$ cat config.mk
export PLATFORM = sky130hd
export DESIGN_NAME = tsf_feeder
export DESIGN_NICKNAME = d
export VERILOG_FILES = /design/src/rtl/tsf_pkg.sv /design/src/rtl/tsf_ramp_ctrl.sv /design/src/rtl/tsf_slot_ctrl.sv /design/src/rtl/tsf_sample_bank.sv /design/src/rtl/tsf_feeder.sv
export SDC_FILE = /design/constraint.sdc
export NUM_CORES = 2
export LEC_CHECK = 0
export BUFFER_PORTS_ARGS = -buffer_cell sky130_fd_sc_hd__buf_2
export CAP_MARGIN = 20
export CELL_PAD_IN_SITES_DETAIL_PLACEMENT = 2
export CELL_PAD_IN_SITES_GLOBAL_PLACEMENT = 2
export CORE_MARGIN = 8
export CORE_UTILIZATION = 31
export DETAILED_ROUTE_END_ITERATION = 12
export PLACE_DENSITY_LB_ADDON = 0.05
export SYNTH_ARGS = -nofsm -noshare
export SYNTH_HDL_FRONTEND = slang
export SYNTH_SLANG_ARGS = --single-unit
$ cat constraint.sdc
create_clock -name clk -period 6.41 [get_ports clk]
set_clock_uncertainty 0.05 [all_clocks]
set_input_delay 0 -clock clk [delete_from_list [all_inputs] [get_ports clk]]
set_output_delay 0 -clock clk [all_outputs]
set_load 0.005 [all_outputs]
$ cat src/rtl/tsf_pkg.sv
package tsf_pkg;

    localparam int TSF_SAMPLE_W = 16;
    localparam int TSF_SLOTS    = 8;
    localparam int TSF_STEP_W   = 3;   // ramp length is 2**TSF_STEP_W clocks

    typedef enum logic [1:0] {
        TSF_LOAD = 2'd0,
        TSF_RAMP = 2'd1,
        TSF_IDLE = 2'd2
    } tsf_mode_e;

    typedef struct packed {
        logic                  start;    // capture bank and apply first step
        logic                  scale_en; // apply a later step to captured values
        logic [TSF_STEP_W-1:0] k;        // multiplier numerator, divided by 2**STEP_W
    } tsf_ramp_cmd_t;

endpackage

$ cat src/rtl/tsf_ramp_ctrl.sv
module tsf_ramp_ctrl
    import tsf_pkg::*;
(
    input  logic          clk,
    input  logic          rst,
    input  logic          fifo_empty,
    output tsf_mode_e     mode_q,
    output tsf_ramp_cmd_t cmd
);

    logic [TSF_STEP_W-1:0] step_q;

    always_comb begin
        cmd = '0;
        if (mode_q == TSF_LOAD && fifo_empty) begin
            cmd.start = 1'b1;
            cmd.k     = '1;
        end else if (mode_q == TSF_RAMP && fifo_empty) begin
            cmd.scale_en = 1'b1;
            cmd.k        = ~step_q;
        end
    end

    always_ff @(posedge clk) begin
        if (rst) begin
            mode_q <= TSF_IDLE;
            step_q <= '0;
        end else begin
            case (mode_q)
                TSF_LOAD: begin
                    if (fifo_empty) begin
                        mode_q <= TSF_RAMP;
                        step_q <= TSF_STEP_W'(1);
                    end
                end
                TSF_RAMP: begin
                    if (!fifo_empty) begin
                        mode_q <= TSF_LOAD;
                    end else begin
                        step_q <= step_q + TSF_STEP_W'(1);
                        if (step_q == '1) mode_q <= TSF_IDLE;
                    end
                end
                default: begin
                    if (!fifo_empty) mode_q <= TSF_LOAD;
                end
            endcase
        end
    end

endmodule

$ cat src/rtl/tsf_slot_ctrl.sv
module tsf_slot_ctrl #(
    parameter  int NSLOT = tsf_pkg::TSF_SLOTS,
    localparam int CW    = $clog2(NSLOT + 1)
) (
    input  logic          clk,
    input  logic          rst,
    input  logic          load_mode,
    input  logic          fifo_empty,
    input  logic [CW-1:0] slot_count,
    output logic          rd,
    output logic [CW-1:0] slot_q
);

    logic [CW-1:0] limit;

    always_comb begin
        limit = (slot_count > CW'(NSLOT)) ? CW'(NSLOT) : slot_count;
        rd    = load_mode && !fifo_empty && (slot_q < limit);
    end

    always_ff @(posedge clk) begin
        if (rst || fifo_empty || !load_mode) slot_q <= '0;
        else if (rd)                          slot_q <= slot_q + CW'(1);
    end

endmodule

$ cat src/rtl/tsf_sample_bank.sv
module tsf_sample_bank
    import tsf_pkg::*;
#(
    parameter  int W     = TSF_SAMPLE_W,
    parameter  int NSLOT = TSF_SLOTS,
    localparam int CW    = $clog2(NSLOT + 1)
) (
    input  logic               clk,
    input  logic               rst,
    input  logic               wr_en,
    input  logic [CW-1:0]      wr_slot,
    input  logic [W-1:0]       wr_data,
    input  tsf_ramp_cmd_t      cmd,
    output logic [NSLOT*W-1:0] samples
);

    // floor(x * k / 2**STEP_W) by shift-and-add at full precision
    function automatic logic [W-1:0] scale(input logic [W-1:0] x,
                                           input logic [TSF_STEP_W-1:0] k);
        logic signed [W+TSF_STEP_W-1:0] xe;
        logic signed [W+TSF_STEP_W-1:0] acc;
        logic signed [W+TSF_STEP_W-1:0] res;
        xe  = {{TSF_STEP_W{x[W-1]}}, x};
        acc = '0;
        for (int b = 0; b < TSF_STEP_W; b++) begin
            if (k[b]) acc = acc + (xe <<< b);
        end
        res = acc >>> TSF_STEP_W;
        return res[W-1:0];
    endfunction

    for (genvar i = 0; i < NSLOT; i++) begin : g_slot
        logic [W-1:0] smp_q;
        logic [W-1:0] hold_q;

        always_ff @(posedge clk) begin
            if (rst) begin
                smp_q  <= '0;
                hold_q <= '0;
            end else if (cmd.start) begin
                hold_q <= smp_q;
                smp_q  <= scale(smp_q, cmd.k);
            end else if (cmd.scale_en) begin
                smp_q  <= scale(hold_q, cmd.k);
            end else if (wr_en && wr_slot == CW'(i)) begin
                smp_q  <= wr_data;
            end
        end

        assign samples[i*W +: W] = smp_q;
    end

endmodule

$ cat src/rtl/tsf_feeder.sv
module tsf_feeder
    import tsf_pkg::*;
#(
    parameter  int W     = TSF_SAMPLE_W,
    parameter  int NSLOT = TSF_SLOTS,
    localparam int CW    = $clog2(NSLOT + 1)
) (
    input  logic               clk,
    input  logic               rst,
    input  logic [W-1:0]       fifo_data,
    input  logic               fifo_empty,
    input  logic [CW-1:0]      slot_count,
    output logic               fifo_rd,
    output logic [NSLOT*W-1:0] dac_samples,
    output logic               ramp_idle
);

    tsf_mode_e     mode_q;
    tsf_ramp_cmd_t cmd;
    logic [CW-1:0] slot_q;

    tsf_ramp_ctrl u_ramp (
        .clk        (clk),
        .rst        (rst),
        .fifo_empty (fifo_empty),
        .mode_q     (mode_q),
        .cmd        (cmd)
    );

    tsf_slot_ctrl #(.NSLOT(NSLOT)) u_slot (
        .clk        (clk),
        .rst        (rst),
        .load_mode  (mode_q == TSF_LOAD),
        .fifo_empty (fifo_empty),
        .slot_count (slot_count),
        .rd         (fifo_rd),
        .slot_q     (slot_q)
    );

    tsf_sample_bank #(.W(W), .NSLOT(NSLOT)) u_bank (
        .clk     (clk),
        .rst     (rst),
        .wr_en   (fifo_rd),
        .wr_slot (slot_q),
        .wr_data (fifo_data),
        .cmd     (cmd),
        .samples (dac_samples)
    );

    assign ramp_idle = (mode_q == TSF_IDLE);

endmodule

==> results.yml <==
clock_network:
  cts_sinks: 265
  clock-root-buffer: "clkbuf_16"
  insertion_delay_ps: 610
  numCtsBuffers: 39
  cts_tree: "built"
  cts_max_level: 2
  clkTransAtPathRegs_ps: 60
  clockBufferDepth: 3
  postCtsSetupBuffers: 0
yosys:
  yosys_warnings: 0
  seq_area_frac_synth_pct: 13.7
  syn_area_per_cell_um2: 7.04
  async_flop_share_pct: 0
  synth_cell_type_count: 106
  syn-num-nets: 6006
  synth_top_area_share_pct: 14.8
  yosys-top-cells-area: "ha_1 (15%), dfxtp_1 (14%), nand2_1 (8.2%)"
  yosys_register_bits: 265
  yosysTopAreaCell: "ha_1"
  syn_area_mm2: 0.0387
  synth_ff_type: "dfxtp_1"
  syn_inst: 5494
  synth-edff-count: 0
global_routing:
  grt_pass1_vias: 45191
  grt.total_usage_pct: 26.7
  grt_overflow_total: 0
  grt_max_degree: 126
  grt_first_pass_wirelength_um: 286000
  antenna_found_initial: 6
die:
  die_area_mm2: 0.136
  die_x_um: 369
  initial_core_util_pct: 31.2
  num_rows: 129
  ios: 153
  core_area_mm2: 0.124
  die_h_um: 369
drt:
  ant_nets: 0
  highest_layer: "met5"
  dr_wl_met2_um: 87700
  drt_wl_total_um: 189000
  drt-initial-drc-count: 2182
  firstDrtPassIters: 5
  num_vias: 42626
  drc_errors: 0
  wl_met3_um: 6240
  m1WireLength_um: 88700
  vias_per_cell: 5.93
  wl_per_cell_um: 26.3
critical_path:
  slowest_delay_ps: 390
  path_max_fanout: 16
  endpoint_kind: "flip-flop"
  cp.required_ps: 6860
  path_cells: "nor2b_4, nand2_4, nor2_2, ha_1, a31o_2, maj3_1, and2_1, a21oi_1, o21bai_1, a21o_1, a211oi_1, a2111oi_0, a21o_1, ha_1, a21o_1, a21oi_1, nor2b_1, o31ai_1, a21oi_1, o21a_1, o41ai_2, xor2_1, nand2_1, a31o_2"
  critPathLaunchType: "flip-flop"
  crit_arrival_ps: 6430
  cp.buffers_inverters: 0
  crit_family: "compound AO/OA/AOI/OAI gates"
  cp_slowest_cell: "dfxtp_1"
  crit_type: "flip-flop to flip-flop"
outcome:
  outcome: "complete, no violations"
pwr:
  power.net_switching_mw: 1.92
  power_frac_seq_pct: 33.8
  totalPowerFinal_mw: 5.44
  p_int_mw: 3.52
  clkPwrFrac_pct: 44.5
  leakage_nw: 19.4
  vdd_drop_max_uv: 191
  p_per_area_mw_per_mm2: 127
  share_comb_of_total_power_pct: 21.7
  swShare_pct: 35.3
placed_design:
  dp_hpwl_um: 142000
  gp_congestion: 0.875
  io_buffers: 152
  dp_slack_ps: 268
sta:
  tightest_slew_ps: 1190
  tns_ps: 0
  max_freq_ghz: 0.167
  slew-limit-headroom_pct: 20.2
  rsz0062_at_grt: "no"
  hold_viol: 0
  slew_violations: 0
  period_needed_ps: 5980
  period_share_pct: 93.2
  setup_viol: 0
  timing.final.ws_setup_ps: 434
run:
  cap_violations: 0
final_layout:
  layout_commonest_cell: "nand2_1"
  drive_gt1_share_pct: 8.44
  area_growth_pct: 11.0
  fin_nets: 6029
  final_cell_mix: "nand2_1 (834), a21oi_1 (592), ha_1 (457), o21ai_0 (431), nor2_1 (343)"
worst_hold_path:
  hp-class: "primary input to flip-flop"
-- final cells by class --
cell class,count,area (um2)
Antenna cell,2,5.00
Clock buffer,49,1090
Tap cell,1637,2050
Multi-Input combinational cell,4769,31600
Inverter,161,604
Fill cell,14721,80900
Timing Repair Buffer,281,1960
Sequential cell,265,5310
Clock inverter,20,278
-- metrics by stage --
stage	cell area [um2]	util (%)	instances	hold WS, ps
final	42900	34.7	7184	66.0
after global routing	42900	34.7	7183	110
after CTS	42900	34.7	7182	36.4
after detailed placement	41400	33.5	7100	267
after global placement	41400	33.5	7100	270
after floorplan	38700	-	5494	60.4
-- metal layers --
layer	vias to the layer above	global-route usage, %
met5	-	0
met4	4	8.31
met3	234	2.57
met2	667	45.9
met1	21635	35.2
li1	20086	-
-- cell families after synthesis --
logic type / after synthesis / synth area share, %
multiplexers: 32 / 0.868
buffers and inverters: 460 / 4.82
flip-flops: 265 / 13.7
adder cells (fa/ha/maj): 505 / 16.9
AO/OA/AOI/OAI: 1909 / 31.4
AND/OR/NAND/NOR: 1915 / 23.0
XOR/XNOR: 408 / 9.25
-- flip-flops by register name, indices dropped and copies added (netlist names) --
signal / cells
u_bank.g_slot.hold_q: 128
u_bank.g_slot.smp_q: 128
u_slot.slot_q: 4
u_ramp.step_q: 3
u_ramp.mode_q: 2
-- what timing repair did --
item | 4_1_cts | 5_1_grt
gates resized for setup | 0 | 2
hold buffers | 13 | 0
setup endpoints to repair | 0 | 3
endpoints found under the hold margin | 69 | 0
-- power groups by stage --
stage	Clock, mW	Sequential [mW]	Combinational (mW)
5_1_grt	2.53	1.85	1.27
3_5_place_dp	0	1.88	1.17
4_1_cts	2.48	1.84	1.19
6_report	2.42	1.84	1.18
2_1_floorplan	0	1.81	0.672
3_3_place_gp	0	1.88	1.16
-- tightest hold or removal path, cell delays in order --
cell and delay [ps]:
buf_2 110, a21oi_1 70, buf_4 190, o21ai_0 90, a21oi_1 70, o21ai_0 140
-- cells in the mapped netlist (42+ instances only) --
library cell / instances
xor2_1: 160
ha_1: 457
dfxtp_1: 265
nor2_1: 352
a21o_1: 127
a21oi_1: 594
clkbuf_1: 210
nand2_1: 841
and3_1: 221
o211ai_1: 72
inv_1: 161
o21a_1: 66
o21ai_0: 431
nor3_1: 102
o21ai_1: 42
xnor2_1: 248
a31oi_1: 70
nand3_1: 111
nand2b_1: 69
a211oi_1: 78
-- final timing paths --
path,from,endpoint,slack (ps),depth (start not counted)
worst max register to register,u_ramp.mode_q[1]$_SDFFE_PP1P_,u_bank.g_slot[6].smp_q[14]$_SDFFE_PP0P_,430,24
worst max-delay path,u_ramp.mode_q[1]$_SDFFE_PP1P_,u_bank.g_slot[6].smp_q[14]$_SDFFE_PP0P_,430,24
worst min-delay path,fifo_data[14],u_bank.g_slot[3].smp_q[14]$_SDFFE_PP0P_,70,6
worst min register to register,u_bank.g_slot[6].hold_q[0]$_SDFFE_PP0N_,u_bank.g_slot[6].hold_q[0]$_SDFFE_PP0N_,460,2
Power figures use the tool's default switching activity.
